[src/rtl/dma_burst_pkg.sv]
package dma_burst_pkg;

  typedef enum logic [1:0] {
    ST_IDLE,
    ST_REQ,
    ST_ISSUE,
    ST_WAIT
  } burst_st_e;

  // free write cycles required before a transmit request
  function automatic int unsigned tx_wm_words(input logic [1:0] code);
    case (code)
      2'b00:   return 8;
      2'b01:   return 16;
      default: return 32;  // 11 reserved, treated as 10
    endcase
  endfunction

endpackage

[src/rtl/dma_burst_arb.sv]
module dma_burst_arb
  import dma_burst_pkg::*;
#(
  parameter int DEPTH = 64,
  localparam int LW = $clog2(DEPTH + 1)
) (
  input  logic [LW-1:0] tx_level_i,
  input  logic [LW-1:0] rx_level_i,
  input  logic [LW-1:0] rx_wm_i,
  input  logic [1:0]    tx_wm_code_i,
  output logic          need_o,
  output logic          dir_tx_o
);

  logic [LW:0] tx_free;
  logic [LW:0] tx_wm;
  logic        rx_need;
  logic        tx_need;

  assign tx_free = (LW + 1)'(DEPTH) - {1'b0, tx_level_i};
  assign tx_wm   = (LW + 1)'(tx_wm_words(tx_wm_code_i));
  assign rx_need = (rx_level_i >= rx_wm_i) && (rx_level_i != '0);
  assign tx_need = tx_free >= tx_wm;

  assign need_o   = rx_need | tx_need;
  assign dir_tx_o = ~rx_need;  // receive wins a tie

endmodule

[src/rtl/dma_burst_timer.sv]
module dma_burst_timer #(
  parameter int DIV = 20,
  parameter int TW  = 16,
  localparam int PW = (DIV > 1) ? $clog2(DIV) : 1
) (
  input  logic          clk_i,
  input  logic          rst_ni,
  input  logic          load_i,
  input  logic [TW-1:0] val_i,
  input  logic          run_i,
  output logic          zero_o
);

  logic [PW-1:0] pre_q;
  logic [TW-1:0] tmr_q;
  logic          tick;

  assign tick = (pre_q == PW'(DIV - 1));

  always_ff @(posedge clk_i or negedge rst_ni) begin
    if (!rst_ni) begin
      pre_q <= '0;
      tmr_q <= '0;
    end else if (load_i) begin
      pre_q <= '0;
      tmr_q <= val_i;
    end else if (run_i) begin
      pre_q <= tick ? '0 : pre_q + PW'(1);
      if (tick && tmr_q != '0) tmr_q <= tmr_q - TW'(1);
    end
  end

  assign zero_o = (tmr_q == '0);

  AST_TMR_HOLD_ZERO: assert property (@(posedge clk_i) disable iff (!rst_ni)
    (!load_i && tmr_q == '0) |=> tmr_q == '0);
  AST_TMR_STEP: assert property (@(posedge clk_i) disable iff (!rst_ni)
    (!load_i && tmr_q != '0) |=> (tmr_q == $past(tmr_q) || tmr_q == $past(tmr_q) - TW'(1)));

endmodule

[src/rtl/dma_burst_sched.sv]
module dma_burst_sched
  import dma_burst_pkg::*;
#(
  parameter int DEPTH     = 64,
  parameter int TICK_DIV  = 20,
  parameter int DEF_BURST = 16,
  parameter int CW        = 8,
  parameter int TW        = 16,
  localparam int LW = $clog2(DEPTH + 1)
) (
  input  logic          clk_i,
  input  logic          rst_ni,
  input  logic [LW-1:0] tx_level_i,
  input  logic [LW-1:0] rx_level_i,
  input  logic [LW-1:0] tx_hi_i,
  input  logic [LW-1:0] rx_lo_i,
  input  logic [LW-1:0] rx_wm_i,
  input  logic [1:0]    tx_wm_code_i,
  input  logic [CW-1:0] burst_len_i,
  input  logic          fill_mode_i,
  input  logic          timer_en_i,
  input  logic [TW-1:0] timer_val_i,
  input  logic          grant_i,
  input  logic          xfer_done_i,
  output logic          bus_req_o,
  output logic          master_o,
  output logic          xfer_o,
  output logic          dir_o
);

  localparam logic [LW-1:0] DEPTH_L = LW'(DEPTH);
  localparam logic [CW-1:0] CNT_MAX = '1;

  burst_st_e     st_q;
  logic          dir_q;
  logic [CW-1:0] cnt_q;
  logic          need;
  logic          dir_tx;
  logic          tmr_zero;
  logic          tmr_load;
  logic [CW-1:0] limit;
  logic          count_hit, timer_hit, tx_stop, rx_stop, stop;

  dma_burst_arb #(.DEPTH(DEPTH)) u_arb (
    .tx_level_i   (tx_level_i),
    .rx_level_i   (rx_level_i),
    .rx_wm_i      (rx_wm_i),
    .tx_wm_code_i (tx_wm_code_i),
    .need_o       (need),
    .dir_tx_o     (dir_tx)
  );

  assign tmr_load = (st_q == ST_REQ) && grant_i;

  dma_burst_timer #(.DIV(TICK_DIV), .TW(TW)) u_tmr (
    .clk_i  (clk_i),
    .rst_ni (rst_ni),
    .load_i (tmr_load),
    .val_i  (timer_val_i),
    .run_i  (master_o),
    .zero_o (tmr_zero)
  );

  assign limit     = (burst_len_i == '0) ? CW'(DEF_BURST) : burst_len_i;
  assign count_hit = !fill_mode_i && !timer_en_i && (cnt_q >= limit);
  assign timer_hit = timer_en_i && tmr_zero && (cnt_q != '0);
  assign tx_stop   = dir_q && (tx_level_i >= tx_hi_i || tx_level_i >= DEPTH_L);
  assign rx_stop   = !dir_q && (rx_level_i <= rx_lo_i || rx_level_i == '0);
  assign stop      = count_hit | timer_hit | tx_stop | rx_stop;

  always_ff @(posedge clk_i or negedge rst_ni) begin
    if (!rst_ni) begin
      st_q  <= ST_IDLE;
      dir_q <= 1'b0;
      cnt_q <= '0;
    end else begin
      case (st_q)
        ST_IDLE: if (need) begin
          st_q  <= ST_REQ;
          dir_q <= dir_tx;
        end
        ST_REQ: if (grant_i) begin
          st_q  <= ST_ISSUE;
          cnt_q <= '0;
        end
        ST_ISSUE: st_q <= stop ? ST_IDLE : ST_WAIT;
        ST_WAIT: if (xfer_done_i) begin
          st_q  <= ST_ISSUE;
          cnt_q <= (cnt_q == CNT_MAX) ? cnt_q : cnt_q + CW'(1);
        end
        default: st_q <= ST_IDLE;
      endcase
    end
  end

  assign bus_req_o = (st_q == ST_REQ);
  assign master_o  = (st_q == ST_ISSUE) || (st_q == ST_WAIT);
  assign xfer_o    = (st_q == ST_ISSUE) && !stop;
  assign dir_o     = dir_q;

  AST_REQ_HOLD: assert property (@(posedge clk_i) disable iff (!rst_ni)
    (bus_req_o && !grant_i) |=> bus_req_o);
  AST_GRANT_MASTER: assert property (@(posedge clk_i) disable iff (!rst_ni)
    (bus_req_o && grant_i) |=> master_o);
  AST_DIR_STABLE: assert property (@(posedge clk_i) disable iff (!rst_ni)
    (master_o && $past(master_o)) |-> dir_o == $past(dir_o));
  AST_NO_TX_OVERFLOW: assert property (@(posedge clk_i) disable iff (!rst_ni)
    (xfer_o && dir_o) |-> (tx_level_i < tx_hi_i && tx_level_i < DEPTH_L));
  AST_NO_RX_UNDERFLOW: assert property (@(posedge clk_i) disable iff (!rst_ni)
    (xfer_o && !dir_o) |-> rx_level_i > rx_lo_i);
  AST_COUNT_LIMIT: assert property (@(posedge clk_i) disable iff (!rst_ni)
    (xfer_o && !fill_mode_i && !timer_en_i) |-> cnt_q < limit);
  AST_ONE_OUTSTANDING: assert property (@(posedge clk_i) disable iff (!rst_ni)
    xfer_o |=> !xfer_o);
  AST_TIMER_ZERO_ONE: assert property (@(posedge clk_i) disable iff (!rst_ni)
    (xfer_o && timer_en_i && tmr_zero) |-> cnt_q == '0);

endmodule

[config.mk]
export PLATFORM = sky130hd
export DESIGN_NAME = dma_burst_sched
export DESIGN_NICKNAME = d
export VERILOG_FILES = /design/src/rtl/dma_burst_pkg.sv /design/src/rtl/dma_burst_arb.sv /design/src/rtl/dma_burst_timer.sv /design/src/rtl/dma_burst_sched.sv
export SDC_FILE = /design/constraint.sdc
export NUM_CORES = 1
export LEC_CHECK = 0
export ABC_AREA = 1
export BUFFER_PORTS_ARGS = -buffer_cell sky130_fd_sc_hd__buf_4
export CAP_MARGIN = 10
export CORE_AREA = 3 3 85 87
export DETAILED_ROUTE_END_ITERATION = 16
export DIE_AREA = 0 0 88 90
export PLACE_DENSITY_LB_ADDON = 0.12
export RECOVER_POWER = 50
export SYNTH_ARGS = -nofsm -noshare
export SYNTH_HDL_FRONTEND = slang
export SYNTH_HIERARCHICAL = 1
export SYNTH_SLANG_ARGS = --single-unit
[constraint.sdc]
create_clock -name clk_i -period 4.3 [get_ports clk_i]
set_input_delay 0.645 -clock clk_i [delete_from_list [all_inputs] [get_ports clk_i]]
set_output_delay 0.645 -clock clk_i [all_outputs]
set_load 0.02 [all_outputs]
==> flow_summary.ini, run 1 <==
[flow_run]
drv_cap = 1

[power_and_ir_drop]
irDropWorstVdd_v = 0.0001754
power_density_mw_per_mm2 = 478.4
p_leak_nw = 2.192
total_power_w = 0.001879

[drt]
route.detailed.drc = 0
drt_first_iter_violations = 176
viasPerCell = 4.946
wire_per_inst_um = 10.99
via_count = 3205
ant_nets = 0
drt_wl_total_um = 7122
drt_pass1_iterations = 4

[global_routing]
grtUsageTotal = 0.1944
met1_usage = 0.2508
grt_max_degree = 33
grt_overflow = 0
grt_pass1_vias = 3097
use_met3 = 0.04205
top_usage_layer = met2
use_met2 = 0.3254
grt_pass1_wl_um = 12900
antenna_found_initial = 0

[timing]
max_freq_mhz = 354.4
maxSlewHeadroom = -0.2227
rsz0062_at_grt = no
setup_tns_ps = 0
finalHoldViolCount = 0
worst_slew_pin_slew_ps = 1834
drv_slew = 33
min_period_ps = 2822
setup_violations = 0
fin_crit_sh = 0.6563
skew_ps = 4.548

[finish]
n_antenna_cell = 0
num-fill-cells = 635
syn2layout_area_growth_pct = 21.10
layout-drive-gt1-share = 0.1909
fin_nets = 673

[logic_synthesis]
synth-xor-area-share = 0.01620
ys.warnings.count = 6
synth_compound_gate_area_share = 0.08796
synth.most_common_cell = nand2_1
ys_seq_area_frac = 0.2469
ys_seq_elements = 32
synth_top_family_by_area = simple AND/OR/NAND/NOR gates
synth-edff-count = 0
avgSynthCellArea_um2 = 6.460
syn-num-nets = 605
synth_common_cells = 143 x nand2_1, 80 x inv_1, 69 x nor2_1
synth_top_area_share = 0.2469
synth_cell_type_count = 39
yosys-top-cells-area = dfrtp_1 25%, nand2_1 17%, ha_1 14%, inv_1 9.3%, nor2_1 8.0%
synthMuxAreaShare = 0
synth_cells = 502
synthAdderAreaFrac = 0.1389
synth_flop_cell = dfrtp_1
async_flop_share = 1.000
synth_area_mm2 = 0.003243
synth_top_area_cell = dfrtp_1
synthSimpleGateAreaFrac = 0.3939

[critical_path]
critPathCaptureType = output pin
reg2reg_from = st_q[1]$_DFFE_PN0P_
crit_path_start_kind = input pin
crit_slowest_cell = nor4_1
arrival_ps = 2180
max_stage_delay_ps = 240
cp_max_fo = 2
crit_chain = buf_4 -> nor4_1 -> a41oi_1 -> ha_1 -> a21oi_1 -> nor2_1 -> nor2_1 -> nand2_1 -> a21oi_1 -> nand3_1 -> inv_1 -> buf_4
crit_start = burst_len_i[1]
path_class = input pin to output pin
required_ps = 3650

[floorplanning]
coreArea_mm2 = 0.006422
dieWidth_um = 88
die_area_mm2 = 0.007920
chipHeight_um = 90
ios = 71
start_util = 0.5050
rows = 29

[clocking]
cts_tree = done
cts_hold_buf = 0
clkSinkCount = 32
path_clk_slew_ps = 70
cts-root-buf = clkbuf_8
cts-htree-levels = 2
ctsResizeCount = 0
cts_buffers = 5
insertion_delay_ps = 290
cts_setup_buffers = 0
clk_path_buf_depth = 2

[outcome]
violations = capacitance limit, slew limit
status = finished, violations left

[worst_hold_path]
hold_class = flop to flop
hold_start = u_tmr/pre_q[1]$_DFFE_PN0P_

[place]
hpwl_um = 5734
finalWeightedCongestion = 0.8927
port_buffers = 70
-- path summary, 6_finish.rpt --
path / to / slack, ps / cells after the start
max in group asynchronous: dir_o$_DFFE_PN0P_ / 2400 / 1
min: u_tmr/pre_q[1]$_DFFE_PN0P_ / 500 / 2
min in group asynchronous: u_tmr/tmr_q[8]$_DFFE_PN0P_ / 850 / 1
max: xfer_o / 1480 / 12
max reg2reg: u_tmr/tmr_q[3]$_DFFE_PN0P_ / 1680 / 8
min reg2reg: u_tmr/pre_q[1]$_DFFE_PN0P_ / 500 / 2
-- flip-flops by register name (all words and copies together) (netlist names) --
signal,cells
u_tmr/pre_q,5
u_tmr/tmr_q,16
cnt_q,8
st_q,2
dir_o,1
-- critical path: cells and delay by family --
family	cells	cell delay, ps
compound gates	3	450
simple gates	5	550
fa+ha+maj	1	200
buf+inv	3	310
-- cell families after synthesis --
family,after synthesis
simple gates,291
buf+inv,94
xor+xnor,6
fa+ha+maj,36
flops,32
compound gates,43
-- metal layers --
| metal | vias up | wire, µm |
|---|---|---|
| li1 | 1716 | - |
| met3 | 8 | 408 |
| met5 | - | 0 |
| met2 | 64 | 3270 |
| met1 | 1417 | 3360 |
| met4 | 0 | 82 |
-- metrics by stage --
step                  util  std cells  setup slack [ps]  hold WS, ps  cell area [µm²]
floorplan                -        502              1755        349.4             3243
global placement    0.5934        640              1451        487.1             3811
detailed placement  0.5934        640              1440        493.3             3811
CTS                 0.6131        648              1444        304.9             3938
global route        0.6115        648              1218        556.7             3928
finish              0.6115        648              1478        503.8             3928
-- cell type report --
class | instances | area, µm² | share of cell area
flip-flops and latches | 32 | 800.8 | 0.2039
inverters | 84 | 315.3 | 0.08028
repair buffers | 71 | 525.5 | 0.1338
well taps | 77 | 96.34 | 0.02453
clock inverters | 1 | 30.03 | 0.007646
multi-input cells | 376 | 2063 | 0.5253
clock buffers | 7 | 96.34 | 0.02453
-- where the power goes --
part / total, W / switching (W) / leakage (nW) / internal (W)
sequential: 0.000563 / 0.000144 / 0.410 / 0.000419
combinational: 0.000992 / 0.000613 / 1.72 / 0.000380
clock: 0.000324 / 0.000119 / 0.0645 / 0.000205
-- cells in the final DEF (no fill, tap or decap), drive strengths merged --
| master | netlist | layout |
|---|---|---|
| o21a | 1 | 1 |
| o22ai | 1 | 1 |
| a41oi | 1 | 1 |
| nand3 | 53 | 53 |
| nor4 | 1 | 1 |
| clkbuf | 3 | 9 |
| inv | 84 | 84 |
| or2 | 5 | 5 |
| nand2 | 149 | 149 |
| a21oi | 14 | 14 |
| a31oi | 2 | 2 |
| o211ai | 1 | 1 |
| o31ai | 2 | 2 |
| nand4 | 1 | 1 |
| ha | 36 | 36 |
| nor3b | 1 | 1 |
| nor2 | 75 | 75 |
| xnor2 | 1 | 1 |
| nor3 | 5 | 5 |
| o21ai | 19 | 19 |
| bufinv | 0 | 1 |
| xor2 | 5 | 5 |
| dfrtp | 32 | 32 |
| nand3b | 1 | 1 |
| buf | 7 | 69 |
| a21o | 2 | 2 |
No activity file was read; power rests on OpenSTA's default activity.
==> run 2, diff against run 1 <==
Clock period 4.3 ns to 2.61 ns, I/O delays scaled along.
==> run 2 against run 1 <==
  * The flow still finishes with violations (capacitance limit, slew limit)
  * Power is 59% higher
  * Core utilization is 0.18 points lower
  * Final cell count increased by 0.62%
  * Via count is 0.75% higher
  * Global-route usage down 0.26 points
  * Non-clock buffer count up 5
  * Clock skew barely moved
  * Sequential share of layout area is 0.059 points higher
  * Critical path depth unchanged
  * Setup slack got worse by 1300 ps
  * Register-to-register slack lost 1100 ps
  * Largest power group unchanged
==> flow_summary.ini, run 2 (same netlist as run 1, synthesis figures left out) <==
[outcome]
status = finished, violations left
violations = capacitance limit, slew limit

[finish]
num-fill-cells = 636
largestRegisters = u_tmr/tmr_q: 16 flops, cnt_q: 8 flops, u_tmr/pre_q: 5 flops
largest-register = u_tmr/tmr_q
n_antenna_cell = 0
final_cell_area_mm2 = 0.003916
largest_register_ffs = 16
layout-drive-gt1-share = 0.1983
syn2layout_area_growth_pct = 20.76
final_common_cell = nand2_1
fin_nets = 678
most-common-layout-cells = 143 x nand2_1, 80 x inv_1, 74 x buf_4
fin_util = 0.6098

[clocking]
clk_path_buf_depth = 2
cts-htree-levels = 2
cts_hold_buf = 0
cts_buffers = 5
clkSinkCount = 32
insertion_delay_ps = 280
cts_tree = done
cts-root-buf = clkbuf_8
path_clk_slew_ps = 70

[critical_path]
cp_common_cell = inv_1
cp_max_fo = 5
crit_family = buffers and inverters
critPathCaptureType = output pin
crit_buf_inv = 5
path_class = flop to output pin
required_ps = 2220
arrival_ps = 2020
crit_path_start_kind = flop
crit_chain = inv_1 -> ha_1 -> nand3_2 -> inv_2 -> nand3_4 -> inv_1 -> nand2_1 -> a21oi_1 -> a21oi_2 -> nand3_1 -> inv_1 -> buf_4
crit_slowest_cell = dfrtp_1
max_stage_delay_ps = 400

[worst_hold_path]
hold_class = input pin to flop

[global_routing]
grt_overflow = 0
grt_pass1_vias = 3095
grt_max_degree = 33
antenna_found_initial = 0
grtUsageTotal = 0.1918
grt_pass1_wl_um = 12680

[timing]
min_period_ps = 2416
finalHoldViolCount = 0
fin_crit_sh = 0.9257
worst_slew_pin_slew_ps = 1766
maxSlewHeadroom = -0.1773
setup_tns_ps = 0
setup_violations = 0
rsz0062_at_grt = no
max_freq_mhz = 413.9
drv_slew = 33
skew_ps = 4.928

[power_and_ir_drop]
seq_power_share = 0.303
p_leak_nw = 2.194
power_density_mw_per_mm2 = 761.3
switching_share = 0.4833
irDropWorstVdd_v = 0.0003047
switching_power_w = 0.001441
pwr-share-clk = 0.120
p_int_w = 0.001540
comb_power_share = 0.576

[flow_run]
drv_cap = 1

[floorplanning]
ios = 71
coreArea_mm2 = 0.006422
start_util = 0.5050
die_area_mm2 = 0.007920
chipHeight_um = 90
dieWidth_um = 88
rows = 29

[drt]
wire_per_inst_um = 11.02
drt_wl_total_um = 7182
ant_nets = 0
route.detailed.drc = 0
via_count = 3229
viasPerCell = 4.952
drt_pass1_iterations = 4
drt_first_iter_violations = 96

[place]
port_buffers = 70
place_area_mm2 = 0.003834
finalWeightedCongestion = 0.9183
hpwl_um = 5927
run 2: layout make-up:
cell class              instances  area, µm²  share of cell area
multi-input cells             376       2063              0.5268
flip-flops and latches         32      800.8              0.2045
repair buffers                 76      563.0              0.1438
inverters                      84      315.3             0.08051
well taps                      77      96.34             0.02460
clock buffers                   6      72.57             0.01853
clock inverters                 1      5.005            0.001278
run 2: layer usage:
layer  GRT usage  vias up  share of wire
met5           0        -              0
met4     0.05754        0          0.013
met3     0.04113        6          0.063
met2      0.3273       80           0.47
met1      0.2379     1425           0.45
li1            -     1718              -
run 2: per-stage QoR:
stage / hold WS [ps] / worst slack, ps / instances / power, W
after floorplan: 95.91 / 572.4 / 502 / 0.002193
after global placement: 371.3 / 252.8 / 643 / 0.002581
after detailed placement: 369.1 / 218.0 / 643 / 0.002629
after CTS: 61.19 / 95.16 / 650 / 0.002997
after global routing: 337.7 / 26.11 / 652 / 0.003324
final: 326.3 / 194.0 / 652 / 0.002982
run 2: tightest hold or removal path, stage by stage:
cell,delay [ps]
buf_4,80
nand2_1,40
nand3_1,60
run 2: what timing repair did:
action,4_1_cts,5_1_grt
setup buffers,0,2
setup endpoints to repair,0,1
resized for setup,0,2
run 2: path summary, 6_finish.rpt:
path / from / endpoint / slack [ps] / depth (start not counted)
max: u_tmr/tmr_q[0]$_DFFE_PN0P_ / xfer_o / 190 / 12
max in group asynchronous: rst_ni / u_tmr/tmr_q[8]$_DFFE_PN0P_ / 1010 / 1
min reg2reg: u_tmr/pre_q[1]$_DFFE_PN0P_ / u_tmr/pre_q[1]$_DFFE_PN0P_ / 510 / 2
min: timer_val_i[8] / u_tmr/tmr_q[8]$_DFFE_PN0P_ / 330 / 3
min in group asynchronous: rst_ni / cnt_q[1]$_DFFE_PN0P_ / 570 / 1
max reg2reg: st_q[0]$_DFFE_PN0P_ / u_tmr/tmr_q[9]$_DFFE_PN0P_ / 600 / 7
run 2: power by group through the flow:
stage               Sequential, W  Clock, W  Combinational, W
finish                   0.000905  0.000359           0.00172
global route             0.000946  0.000392           0.00199
CTS                      0.000904  0.000370           0.00172
detailed placement       0.000910         0           0.00172
global placement         0.000908         0           0.00167
floorplan                0.000859         0           0.00133
==> run 3, diff against run 2 <==
Settings changed: TNS_END_PERCENT from default to 50.
Clock period 2.61 ns to 2.65 ns, I/O delays scaled along.
==> run 3 against run 2 <==
  * Clock power is 15% higher
  * Final cell count is 0.31% lower
  * First-iteration DRC count is 11% higher
  * Hold slack better by 0.75 ps
  * Power is 0.13% lower
  * Count of clock-buffer cells in the layout is 1 higher
  * Die area stayed put
  * Global-route usage is 0.56 points lower
  * The flow still finishes with violations (capacitance limit, slew limit)
  * Via count is 0.37% lower
  * Routed wire length is 0.53% higher
==> flow_summary.ini, run 3 (same netlist as run 1, synthesis figures left out) <==
[floorplanning]
rows = 29
coreArea_mm2 = 0.006422
start_util = 0.5050
ios = 71
die_area_mm2 = 0.007920
dieWidth_um = 88
chipHeight_um = 90

[timing]
setup_violations = 0
whs_ps = 327.1
setup_tns_ps = 0
max_freq_mhz = 414.5
maxSlewHeadroom = -0.2149
drv_slew = 33
finalHoldViolCount = 0
worst_slew_pin_slew_ps = 1822
skew_ps = 4.521
rsz0062_at_grt = no
min_period_ps = 2413
fin_crit_sh = 0.9105

[power_and_ir_drop]
p_int_w = 0.001551
pwr-share-clk = 0.139
seq_power_share = 0.301
switching_power_w = 0.001426
switching_share = 0.4790
power_density_mw_per_mm2 = 760.3
comb_power_share = 0.560
irDropWorstVdd_v = 0.0003299
p_leak_nw = 2.192

[global_routing]
top_usage_layer = met2
use_met2 = 0.3147
grt_pass1_wl_um = 12310
grt_pass1_vias = 2999
antenna_found_initial = 0
grt_overflow = 0
grtUsageTotal = 0.1862
use_met3 = 0.03473
met1_usage = 0.2377
grt_max_degree = 33

[critical_path]
required_ps = 2250
arrival_ps = 2020
path_class = flop to output pin
cp.depth = 12
crit_family = buffers and inverters
max_stage_delay_ps = 400
crit_path_start_kind = flop
crit_chain = inv_1 -> ha_1 -> nand3_2 -> inv_2 -> nand3_4 -> inv_1 -> nand2_1 -> a21oi_1 -> a21oi_1 -> nand3_1 -> inv_1 -> buf_4
cp_max_fo = 5
crit_slowest_cell = dfrtp_1
cp_common_cell = inv_1
critPathCaptureType = output pin
crit_buf_inv = 5
rr_worst_depth = 9

[clocking]
path_clk_slew_ps = 70
cts_tree = done
clkSinkCount = 32
cts_setup_buffers = 0
insertion_delay_ps = 280
cts_hold_buf = 0
cts-htree-levels = 2
clk_path_buf_depth = 2
cts-root-buf = clkbuf_8
ctsResizeCount = 0
cts_buffers = 5

[finish]
layout-drive-gt1-share = 0.1955
n_antenna_cell = 0
final_common_cell = nand2_1
most-common-layout-cells = 143 x nand2_1, 80 x inv_1, 72 x buf_4
syn2layout_area_growth_pct = 20.76
fin_nets = 676
fin_util = 0.6098
largest-register = u_tmr/tmr_q
largestRegisters = u_tmr/tmr_q: 16 flops, cnt_q: 8 flops, u_tmr/pre_q: 5 flops
largest_register_ffs = 16

[worst_hold_path]
holdPathStages = 3
hold_class = input pin to flop

[drt]
drt_wl_total_um = 7220
route.detailed.drc = 0
ant_nets = 0
drt_pass1_iterations = 4
wire_per_inst_um = 11.11
drt_first_iter_violations = 107
viasPerCell = 4.949
via_count = 3217

[place]
finalWeightedCongestion = 0.9171
hpwl_um = 5866
port_buffers = 70

[outcome]
violations = capacitance limit, slew limit
status = finished, violations left

[flow_run]
drv_cap = 1
[run 3: layout make-up]
cell class | count | area [µm²]
fillers | 617 | 2506
multi-input cells | 376 | 2059
flip-flops and latches | 32 | 800.8
repair buffers | 74 | 548.0
inverters | 84 | 315.3
clock buffers | 7 | 96.34
well taps | 77 | 96.34
[run 3: per-layer routing]
layer	share of wire	up-vias
met2	0.47	75
met4	0.012	0
met3	0.058	7
li1	-	1713
met5	0	-
met1	0.46	1422
[run 3: stage by stage]
step / worst slack, ps / instances / total power (W) / cell area, µm²
detailed placement: 252.5 / 643 / 0.002587 / 3834
global route: 28.93 / 650 / 0.003310 / 3916
finish: 237.2 / 650 / 0.002978 / 3916
floorplan: 600.4 / 502 / 0.002160 / 3243
global placement: 279.8 / 643 / 0.002541 / 3834
CTS: 146.2 / 650 / 0.003012 / 3930
[run 3: final timing paths]
path,end,slack [ps],start
setup / recovery,xfer_o,240,u_tmr/tmr_q[0]$_DFFE_PN0P_
hold / removal,u_tmr/tmr_q[14]$_DFFE_PN0P_,330,timer_val_i[14]
setup reg to reg,u_tmr/tmr_q[5]$_DFFE_PN0P_,620,st_q[0]$_DFFE_PN0P_
hold reg to reg,u_tmr/pre_q[1]$_DFFE_PN0P_,510,u_tmr/pre_q[1]$_DFFE_PN0P_
max in group asynchronous,cnt_q[1]$_DFFE_PN0P_,990,rst_ni
min in group asynchronous,u_tmr/tmr_q[14]$_DFFE_PN0P_,590,rst_ni
[run 3: tightest hold or removal path, cell delays in order]
cell and delay, ps:
buf_4 80, nand2_1 40, nand3_1 70
[run 3: power by group through the flow]
stage / clock (W) / sequential [W] / combinational (W)
after floorplan: 0 / 0.000846 / 0.00131
after global placement: 0 / 0.000894 / 0.00165
after detailed placement: 0 / 0.000899 / 0.00169
after CTS: 0.000427 / 0.000894 / 0.00169
after global routing: 0.000444 / 0.000929 / 0.00194
final: 0.000413 / 0.000897 / 0.00167
